**src/rtl/rf_pkg.sv**
```systemverilog
package rf_pkg;
  typedef enum logic [1:0] {
    WM_WORD = 2'd0,
    WM_PAIR = 2'd1,
    WM_CLO  = 2'd2,
    WM_CHI  = 2'd3
  } wr_mode_e;
endpackage

```
**src/rtl/rf_bank.sv**
```systemverilog
module rf_bank #(
  parameter int NREG = 16,
  parameter int DW   = 32,
  parameter int XW   = 8,
  parameter int RPB  = 2,
  localparam int IW  = $clog2(NREG),
  localparam int PW  = DW + XW,
  localparam int HW  = DW / 2
) (
  input  logic                     clk_i,
  input  logic                     rst_ni,
  input  logic                     we_lo_i,
  input  logic [IW-1:0]            idx_lo_i,
  input  logic [DW-1:0]            d_lo_i,
  input  logic                     we_hi_i,
  input  logic [IW-1:0]            idx_hi_i,
  input  logic [DW-1:0]            d_hi_i,
  input  logic [RPB-1:0][IW-1:0]   rd_idx_i,
  output logic [RPB-1:0][DW-1:0]   rd_data_o,
  output logic [RPB-1:0][2*DW-1:0] rd_pair_o,
  output logic [HW-1:0]            cur_lo_o,
  output logic [2:0]               nz_o
);
  logic [NREG-1:0][DW-1:0] regs_q;

  for (genvar r = 0; r < NREG; r++) begin : g_reg
    always_ff @(posedge clk_i or negedge rst_ni) begin
      if (!rst_ni)                                  regs_q[r] <= '0;
      else if (we_lo_i && idx_lo_i == IW'(r))       regs_q[r] <= d_lo_i;
      else if (we_hi_i && idx_hi_i == IW'(r))       regs_q[r] <= d_hi_i;
    end
  end

  for (genvar p = 0; p < RPB; p++) begin : g_rd
    logic [PW-1:0] pv;
    assign pv           = {regs_q[{rd_idx_i[p][IW-1:1], 1'b1}][XW-1:0], regs_q[rd_idx_i[p]]};
    assign rd_data_o[p] = regs_q[rd_idx_i[p]];
    assign rd_pair_o[p] = rd_idx_i[p][0] ? '0 : {{(2*DW-PW){pv[PW-1]}}, pv};
  end

  assign cur_lo_o = regs_q[idx_lo_i][HW-1:0];
  for (genvar k = 0; k < 3; k++) begin : g_nz
    assign nz_o[k] = |regs_q[k];
  end

  a_r11_hold: assert property (@(posedge clk_i) disable iff (!rst_ni)
    (!we_lo_i && !we_hi_i) |=> $stable(regs_q));
  a_r5_hi_upper_zero: assert property (@(posedge clk_i) disable iff (!rst_ni)
    we_hi_i |-> (d_hi_i[DW-1:XW] == '0));
  a_r5_pair_adjacent: assert property (@(posedge clk_i) disable iff (!rst_ni)
    we_hi_i |-> (we_lo_i && !idx_lo_i[0] && idx_hi_i == (idx_lo_i | IW'(1))));
endmodule

```
**src/rtl/rf_pred.sv**
```systemverilog
module rf_pred (
  input  logic [5:0] nz_i,   // {B2,B1,B0,A2,A1,A0} nonzero flags
  input  logic [2:0] sel_i,
  input  logic       inv_i,
  output logic       ok_o
);
  logic [2:0] src;
  logic       valid;

  always_comb begin
    valid = 1'b1;
    unique case (sel_i)
      3'd1:    src = 3'd1;
      3'd2:    src = 3'd2;
      3'd3:    src = 3'd3;
      3'd4:    src = 3'd4;
      3'd5:    src = 3'd5;
      default: begin src = 3'd0; valid = 1'b0; end
    endcase
  end

  assign ok_o = (sel_i == 3'd0) ? 1'b1 : (valid && (nz_i[src] ^ inv_i));
endmodule

```
**src/rtl/rf_wr_decode.sv**
```systemverilog
module rf_wr_decode
  import rf_pkg::*;
#(
  parameter int DW  = 32,
  parameter int XW  = 8,
  parameter int IW  = 4,
  parameter int CW  = 16,
  localparam int PW = DW + XW,
  localparam int SW = IW + 1
) (
  input  logic          en_i,
  input  wr_mode_e      mode_i,
  input  logic [SW-1:0] dst_i,
  input  logic [SW-1:0] dst_hi_i,
  input  logic [PW-1:0] data_i,
  input  logic [CW-1:0] cst_i,
  input  logic [CW-1:0] cur_lo_i,
  input  logic          pred_ok_i,
  output logic [1:0]    we_lo_o,
  output logic [1:0]    we_hi_o,
  output logic [DW-1:0] d_lo_o,
  output logic [DW-1:0] d_hi_o,
  output logic          err_o
);
  logic pair_ok, commit;

  assign pair_ok = (dst_i[IW] == dst_hi_i[IW]) && !dst_i[0] &&
                   (dst_hi_i[IW-1:0] == {dst_i[IW-1:1], 1'b1});
  assign err_o   = en_i && (mode_i == WM_PAIR) && !pair_ok;
  assign commit  = en_i && pred_ok_i && !err_o;

  always_comb begin
    we_lo_o = '0;
    we_hi_o = '0;
    we_lo_o[dst_i[IW]] = commit;
    we_hi_o[dst_i[IW]] = commit && (mode_i == WM_PAIR);
    d_hi_o  = {{(DW-XW){1'b0}}, data_i[PW-1:DW]};
    unique case (mode_i)
      WM_CLO:  d_lo_o = {{(DW-CW){cst_i[CW-1]}}, cst_i};
      WM_CHI:  d_lo_o = {cst_i, cur_lo_i};
      default: d_lo_o = data_i[DW-1:0];
    endcase
  end
endmodule

```
**src/rtl/rf_two_side.sv**
```systemverilog
module rf_two_side
  import rf_pkg::*;
#(
  parameter int NREG = 16,
  parameter int DW   = 32,
  parameter int XW   = 8,
  parameter int RPB  = 2,
  parameter int CW   = 16,
  localparam int IW  = $clog2(NREG),
  localparam int SW  = IW + 1,
  localparam int NRP = 2 * RPB,
  localparam int PW  = DW + XW
) (
  input  logic                     clk_i,
  input  logic                     rst_ni,
  input  logic [NRP-1:0][IW-1:0]   rd_idx_i,
  output logic [NRP-1:0][DW-1:0]   rd_data_o,
  output logic [NRP-1:0][2*DW-1:0] rd_pair_o,
  input  logic                     wr_en_i,
  input  logic [1:0]               wr_mode_i,
  input  logic [SW-1:0]            wr_dst_i,
  input  logic [SW-1:0]            wr_dst_hi_i,
  input  logic [PW-1:0]            wr_data_i,
  input  logic [CW-1:0]            wr_const_i,
  input  logic [2:0]               pred_sel_i,
  input  logic                     pred_inv_i,
  output logic                     wr_err_o
);
  wr_mode_e          mode;
  logic [1:0]        we_lo, we_hi;
  logic [DW-1:0]     d_lo, d_hi;
  logic [1:0][CW-1:0] cur_lo;
  logic [1:0][2:0]   nz;
  logic              pred_ok;

  assign mode = wr_mode_e'(wr_mode_i);

  for (genvar s = 0; s < 2; s++) begin : g_side
    rf_bank #(.NREG(NREG), .DW(DW), .XW(XW), .RPB(RPB)) u_bank (
      .clk_i     (clk_i),
      .rst_ni    (rst_ni),
      .we_lo_i   (we_lo[s]),
      .idx_lo_i  (wr_dst_i[IW-1:0]),
      .d_lo_i    (d_lo),
      .we_hi_i   (we_hi[s]),
      .idx_hi_i  (wr_dst_hi_i[IW-1:0]),
      .d_hi_i    (d_hi),
      .rd_idx_i  (rd_idx_i[s*RPB +: RPB]),
      .rd_data_o (rd_data_o[s*RPB +: RPB]),
      .rd_pair_o (rd_pair_o[s*RPB +: RPB]),
      .cur_lo_o  (cur_lo[s]),
      .nz_o      (nz[s])
    );
  end

  rf_pred u_pred (
    .nz_i  ({nz[1], nz[0]}),
    .sel_i (pred_sel_i),
    .inv_i (pred_inv_i),
    .ok_o  (pred_ok)
  );

  rf_wr_decode #(.DW(DW), .XW(XW), .IW(IW), .CW(CW)) u_dec (
    .en_i      (wr_en_i),
    .mode_i    (mode),
    .dst_i     (wr_dst_i),
    .dst_hi_i  (wr_dst_hi_i),
    .data_i    (wr_data_i),
    .cst_i     (wr_const_i),
    .cur_lo_i  (cur_lo[wr_dst_i[IW]]),
    .pred_ok_i (pred_ok),
    .we_lo_o   (we_lo),
    .we_hi_o   (we_hi),
    .d_lo_o    (d_lo),
    .d_hi_o    (d_hi),
    .err_o     (wr_err_o)
  );

  a_r6_err_blocks: assert property (@(posedge clk_i) disable iff (!rst_ni)
    wr_err_o |-> (we_lo == 2'b00 && we_hi == 2'b00));
  a_r3_pred_gate: assert property (@(posedge clk_i) disable iff (!rst_ni)
    (wr_en_i && !pred_ok) |-> (we_lo == 2'b00));
  a_r2_one_side: assert property (@(posedge clk_i) disable iff (!rst_ni)
    $onehot0(we_lo) && $onehot0(we_hi));
  a_r7_const_sign: assert property (@(posedge clk_i) disable iff (!rst_ni)
    ((|we_lo) && mode == WM_CLO) |-> (d_lo[DW-1:CW] == {(DW-CW){wr_const_i[CW-1]}}));
  a_r8_const_keep: assert property (@(posedge clk_i) disable iff (!rst_ni)
    ((|we_lo) && mode == WM_CHI) |-> (d_lo[CW-1:0] == cur_lo[wr_dst_i[IW]]));
  a_r11_idle: assert property (@(posedge clk_i) disable iff (!rst_ni)
    !wr_en_i |-> (we_lo == 2'b00 && !wr_err_o));
endmodule

```
**config.mk**
```make
export PLATFORM = sky130hd
export DESIGN_NAME = rf_two_side
export DESIGN_NICKNAME = d
export VERILOG_FILES = /design/src/rtl/rf_pkg.sv /design/src/rtl/rf_bank.sv /design/src/rtl/rf_pred.sv /design/src/rtl/rf_wr_decode.sv /design/src/rtl/rf_two_side.sv
export SDC_FILE = /design/constraint.sdc
export NUM_CORES = 2
export LEC_CHECK = 0
export ABC_AREA = 0
export CORE_ASPECT_RATIO = 0.5
export CORE_MARGIN = 2
export CORE_UTILIZATION = 59
export DETAILED_ROUTE_END_ITERATION = 7
export PLACE_DENSITY_LB_ADDON = 0.1
export SYNTH_ARGS = -nofsm -noshare
export SYNTH_HDL_FRONTEND = slang
export SYNTH_SLANG_ARGS = --single-unit
```
**constraint.sdc**
```tcl
create_clock -name clk_i -period 4.3 [get_ports clk_i]
set_input_delay 0.43 -clock clk_i [delete_from_list [all_inputs] [get_ports clk_i]]
set_output_delay 0.43 -clock clk_i [all_outputs]
set_load 0.01 [all_outputs]
```
# [Yosys cells after proc, flatten, opt, wreduce, memory -nomap -nowiden]
# Cells that the tools add are included.
[totals] ff_bits=1024 input_bits=91 output_inout_bits=385 word_cells=303
[op_classes] order_cmp=12 n_eq_ne=40 n_mux=98 bitwise_logic=3 reduce_logical=118
[ops] cell="$mux 32" n=68
[ops] cell="$bmux 32 s4" n=6
[ops] cell="$bmux 32 s3" n=4
[ops] cell="$mux 64" n=4
[ops] cell="$reduce_or 32->1" n=6
[ops] cell="$logic_and 1x1->1" n=73
[ops] cell="$eq 4x4->1 const B" n=16
[ops] cell="$mux 16" n=4
[ops] cell="$pmux 32 s2" n=1
[ops] cell="$reduce_bool 2->1" n=32
[ops] cell="$lt 4x5->1 const B" n=9
[ops] cell="$eq 4x3->1 const B" n=8
[ops] cell="$mux 8" n=4
[ops] cell="$eq 4x2->1 const B" n=4
[ops] cell="$pmux 3 s5" n=1
[ops] cell="$eq 4x1->1 const B" n=2
[ops] cell="$logic_not 4->1" n=2
[ops] cell="$eq 3x2->1 const B" n=2
[ops] cell="$eq 3x3->1 const B" n=2
[ops] cell="$reduce_or 5->1" n=1
[ops] cell="$and 2x2->2" n=2
[ops] cell="$eq 2x2->1 const B" n=2
[ops] cell="$eq 4x4->1" n=1
[ops] cell="$lt 3x4->1 const B" n=1
[ops] cell="11 further kinds" n=16

# [Logic depth before layout (Yosys ltp)]
[depth] word_depth=14 ltp_mapped=14 ltp_nobuf=10

# [Modules after synthesis]
# Synthesis repeated with hierarchy kept, for this count alone.
[unflattened] cells_unflattened=7412 area_unflattened_um2=73437.9
[by_module_without_submodules] module="rf_bank (g_side[1].u_bank)" instances=1 cells_per_inst=3980 area_per_inst_um2=36965.5 seq_area_each_um2=12812.3
[by_module_without_submodules] module="rf_bank (g_side[0].u_bank)" instances=1 cells_per_inst=3235 area_per_inst_um2=35002.3 seq_area_each_um2=12812.3
[by_module_without_submodules] module="rf_wr_decode" instances=1 cells_per_inst=158 area_per_inst_um2=1073.5 seq_area_each_um2=0.0
[by_module_without_submodules] module="rf_two_side" instances=1 cells_per_inst=18 area_per_inst_um2=249.0 seq_area_each_um2=0.0
[by_module_without_submodules] module="rf_pred" instances=1 cells_per_inst=21 area_per_inst_um2=147.6 seq_area_each_um2=0.0

# [Worst setup path before layout]
# OpenSTA, ideal clock, no wires.
[synth_timing] path_kind="input -> output" start="in rd_idx_i[9] in the netlist's numbering" end="out rd_pair_o[168] in the netlist's numbering" t_arrival_ns=3.087 required_ns=3.870 slack_ns=0.783 cell_stages=7 path_buffers=4 path_cell_list="clkbuf_1 clkbuf_1 buf_2 mux4_2 mux2i_1 nor2_1 buf_4"
[synth_lines] item="from (decl)" line="rf_two_side.sv:16" rtl="input logic [NRP-1:0][IW-1:0] rd_idx_i,"
[synth_lines] item="to (decl)" line="rf_two_side.sv:18" rtl="output logic [NRP-1:0][2*DW-1:0] rd_pair_o,"

# [Final worst setup path]
[layout_timing] start="reg g_side[0].u_bank.regs_q[48] in the netlist's numbering" end="reg g_side[0].u_bank.regs_q[289] in the netlist's numbering"
[layout_via] elab_chain_len=12 word_cells_on_any_way=15 classes_between="4 x mux; 3 x bitwise; 8 x reduce/logical"
[layout_rtl] item="from (decl)" line="rf_bank.sv:24" rtl="logic [NREG-1:0][DW-1:0] regs_q;"
[layout_rtl] item="from (signal, indexed assignment)" line="rf_bank.sv:29" rtl="else if (we_lo_i && idx_lo_i == IW'(r)) regs_q[r] <= d_lo_i;"
[layout_rtl] item="from (signal, indexed assignment)" line="rf_bank.sv:30" rtl="else if (we_hi_i && idx_hi_i == IW'(r)) regs_q[r] <= d_hi_i;"
[layout_rtl] item="$reduce_or 32->1 *" line="rf_bank.sv:43" rtl="assign nz_o[k] = |regs_q[k];"
[layout_rtl] item="$bmux 1 s3 *" line="rf_pred.sv:22" rtl="assign ok_o = (sel_i == 3'd0) ? 1'b1 : (valid && (nz_i[src] ^ inv_i));"
[layout_rtl] item="$mux 1 (not written as such) *" line="rf_pred.sv:22"
[layout_rtl] item="$xor 1x1->1 *" line="rf_pred.sv:22"
[layout_rtl] item="$logic_and 1x1->1 *" line="rf_pred.sv:22"
[layout_rtl] item="$mux 1 *" line="rf_pred.sv:22"
[layout_rtl] item="$logic_and 1x1->1 * (2 in series)" line="rf_wr_decode.sv:30" rtl="assign commit = en_i && pred_ok_i && !err_o;"
[layout_rtl] item="$logic_and 1x1->1" line="rf_wr_decode.sv:36" rtl="we_hi_o[dst_i[IW]] = commit && (mode_i == WM_PAIR);"
[layout_rtl] item="$and 2x2->2 (no source line)"
[layout_rtl] item="$logic_and 1x1->1" line="rf_bank.sv:30"
[layout_rtl] item="$reduce_bool 2->1 (no source line)"
# Mark *: on every way between the ends. The rest lies on a longest branch, timed or not. The select of a mux whose other input is x is not followed.
# A chain may end at the register's enable or synchronous reset.

==> impl_metrics.toml <==
[timing]
min_period_over_period = 0.937
setup_slack_ns = 0.269
setup_viol = 0
fmax_mhz = 248
worst_pin_slew_ns = 1.30
final.min_clock_period_ns = 4.03
slew_violations = 0
relSlewSlack = 0.133
tns_ns = 0
rsz0062_at_grt = "no"
hold_viol_final = 0
worst_clock_skew_ns = 0.0256

[worst_setup_path]
path_max_fanout = 13
critPathCaptureType = "register"
worstPathRequired_ns = 4.93
crit_type = "reg -> reg"
critical_path.startpoint_type = "register"
crit_arrival_ns = 4.66

[final_layout]
post-route-util = 0.693
reg_top3 = "g_side.u_bank.regs_q x1024"
final_cell_mix = "1024 x dfrtp_1, 704 x mux4_2, 453 x clkdlybuf4s50_1, 384 x o2bb2ai_1, 302 x mux2_1"
stdcell_count = 6254
nFillCells = 7018
syn2layout_area_growth_pct = 16.0
multi_input_area_mm2 = 0.0326
regArea_mm2 = 0.0256
drive_above_1_share = 0.252
regMostFlops = "g_side.u_bank.regs_q"
largest_register_ffs = 1024
finalNetCount = 4861
layout_commonest_cell = "dfrtp_1"

[global_route]
track_usage = 0.414
use_met1 = 0.566
antenna_found_initial = 9
grt_start_max_net_pins = 129
grt.busiest_layer = "met2"
grtUsageMet2 = 0.601
grtUsageMet3 = 0.148
grt_overflow = 0
first_global_vias = 47600
grt_pass1_wl_um = 324000

[clock_network]
post_cts_buffers = 0
cts-root-buf = "clkbuf_16"
path_clk_slew_ns = 0.07
cts_tree = "done"
clock_sinks = 1024
htreeDepth = 3
insertion_delay_ns = 0.73
cts_buffer_depth = 3
cts-buffers-inserted = 94

[pwr]
p_per_area_mw_per_mm2 = 449
p_leak_nw = 30.4
power_mw = 32.0
ir_drop_v = 0.000361

[detailed_routing]
drtIter0Drc = 6508
drc = 0
drt-pass1-iter-count = 7
wl_per_cell_um = 35.1
vias_per_cell = 7.61
wirelength_um = 219000
via_count = 47600
ant_nets = 0

[synthesis]
ys_ff_latch = 1024
synth_edf_count = 0
synth_ff_type = "dfrtp_1"
syn_nets = 4661
yosys_warnings = 0
synth_cell_type_count = 51
postSynth.asyncResetShare = 1.00
syn_area_mm2 = 0.0615
synthCells = 4568
seq_area_frac_synth = 0.416
syn_avg_cell_area_um2 = 13.5

[floorplanning]
start_util = 0.597
ios = 476
fp.dieArea_mm2 = 0.107
die_height_um = 232
rows = 83
die_x_um = 461
core_area_mm2 = 0.103

[place]
numPortBuffers = 475
dp_hpwl_um = 143000
place.gp.congestion = 0.937
dp.cells = 6073
preCtsSetupSlack_ns = 0.236

[min_path]
worstHoldPathType = "in -> async"

[outcome]
status = "finished, final reports clean"

[run]
maxCapViolCount = 0
## where the power goes
group | internal [mW] | switching [mW]
Sequential | 11.4 | 1.97
Clock | 5.04 | 4.11
Combinational | 5.34 | 4.14
## metrics by stage
stage | hold WS (ns) | instance area, um2
after floorplan | 0.134 | 61500
after global placement | 0.478 | 68100
after detailed placement | 0.486 | 68100
after CTS | 0.299 | 71400
after global routing | 0.364 | 71400
final | 0.296 | 71400
## per-layer routing
| layer | up-vias | routed length, um |
|---|---|---|
| met4 | 8 | 10700 |
| met2 | 3843 | 97100 |
| met3 | 682 | 32200 |
| li1 | 18400 | - |
| met1 | 24600 | 79200 |
| met5 | - | 38 |
## logic make-up after synthesis
logic type,after synthesis,synth area share
AO/OA/AOI/OAI,986,0.123
XOR/XNOR,4,0.000569
adder cells (fa/ha/maj),2,0.000407
buffers and inverters,741,0.0569
flip-flops,1024,0.416
multiplexers,1292,0.360
AND/OR/NAND/NOR,519,0.0428
## what timing repair did
item	in CTS	in global routing
gates resized for setup	0	0
hold buffers	1	0
hold endpoints to repair	69	0
## Yosys cell counts, types with 35 or more instances
master	instances	share of area
mux2_2	39	0.0071
o2bb2ai_1	384	0.055
nor4_1	49	0.0050
nor2_1	118	0.0072
nor2b_1	121	0.012
a21oi_1	73	0.0059
mux2i_1	247	0.040
a2bb2oi_1	128	0.018
a221oi_1	40	0.0057
o21ai_1	35	0.0028
mux2_1	302	0.055
clkbuf_1	292	0.018
mux4_2	704	0.26
o21ai_0	112	0.0091
buf_4	145	0.018
nand2_1	131	0.0080
buf_1	90	0.0055
buf_2	96	0.0078
o22ai_1	136	0.014
inv_1	110	0.0067
dfrtp_1	1024	0.42
## worst max-delay path, cell delays in order (launching register included)
cell and delay (ns):
dfrtp_1 0.45, nor4_1 0.59, nand4_1 0.53, nor3_1 0.36
a2111oi_1 0.11, nor4_1 0.37, buf_4 0.19, nor3_4 0.09
buf_12 0.16, a21oi_1 0.84, a2bb2oi_1 0.24
## final cells by class
cell class              instances  area share
clock buffers                 129      0.0382
repair buffers                734       0.108
flip-flops and latches       1024       0.359
inverters                     111     0.00584
well taps                    1402      0.0246
clock inverters                46     0.00775
diodes                          5    0.000175
multi-input cells            2803       0.456
## final timing paths
kind | startpoint | endpoint | slack, ns | cells past startpoint
max in group asynchronous | rst_ni | g_side[1].u_bank.regs_q[437] | 2.69 | 3
min in group clk_i | g_side[1].u_bank.regs_q[382] | g_side[1].u_bank.regs_q[382] | 0.51 | 1
max reg2reg | g_side[0].u_bank.regs_q[48] | g_side[0].u_bank.regs_q[289] | 0.27 | 10
max | g_side[0].u_bank.regs_q[48] | g_side[0].u_bank.regs_q[289] | 0.27 | 10
min reg2reg | g_side[1].u_bank.regs_q[382] | g_side[1].u_bank.regs_q[382] | 0.51 | 1
min | rst_ni | g_side[0].u_bank.regs_q[342] | 0.30 | 2
No activity file was read; power rests on OpenSTA's default activity.
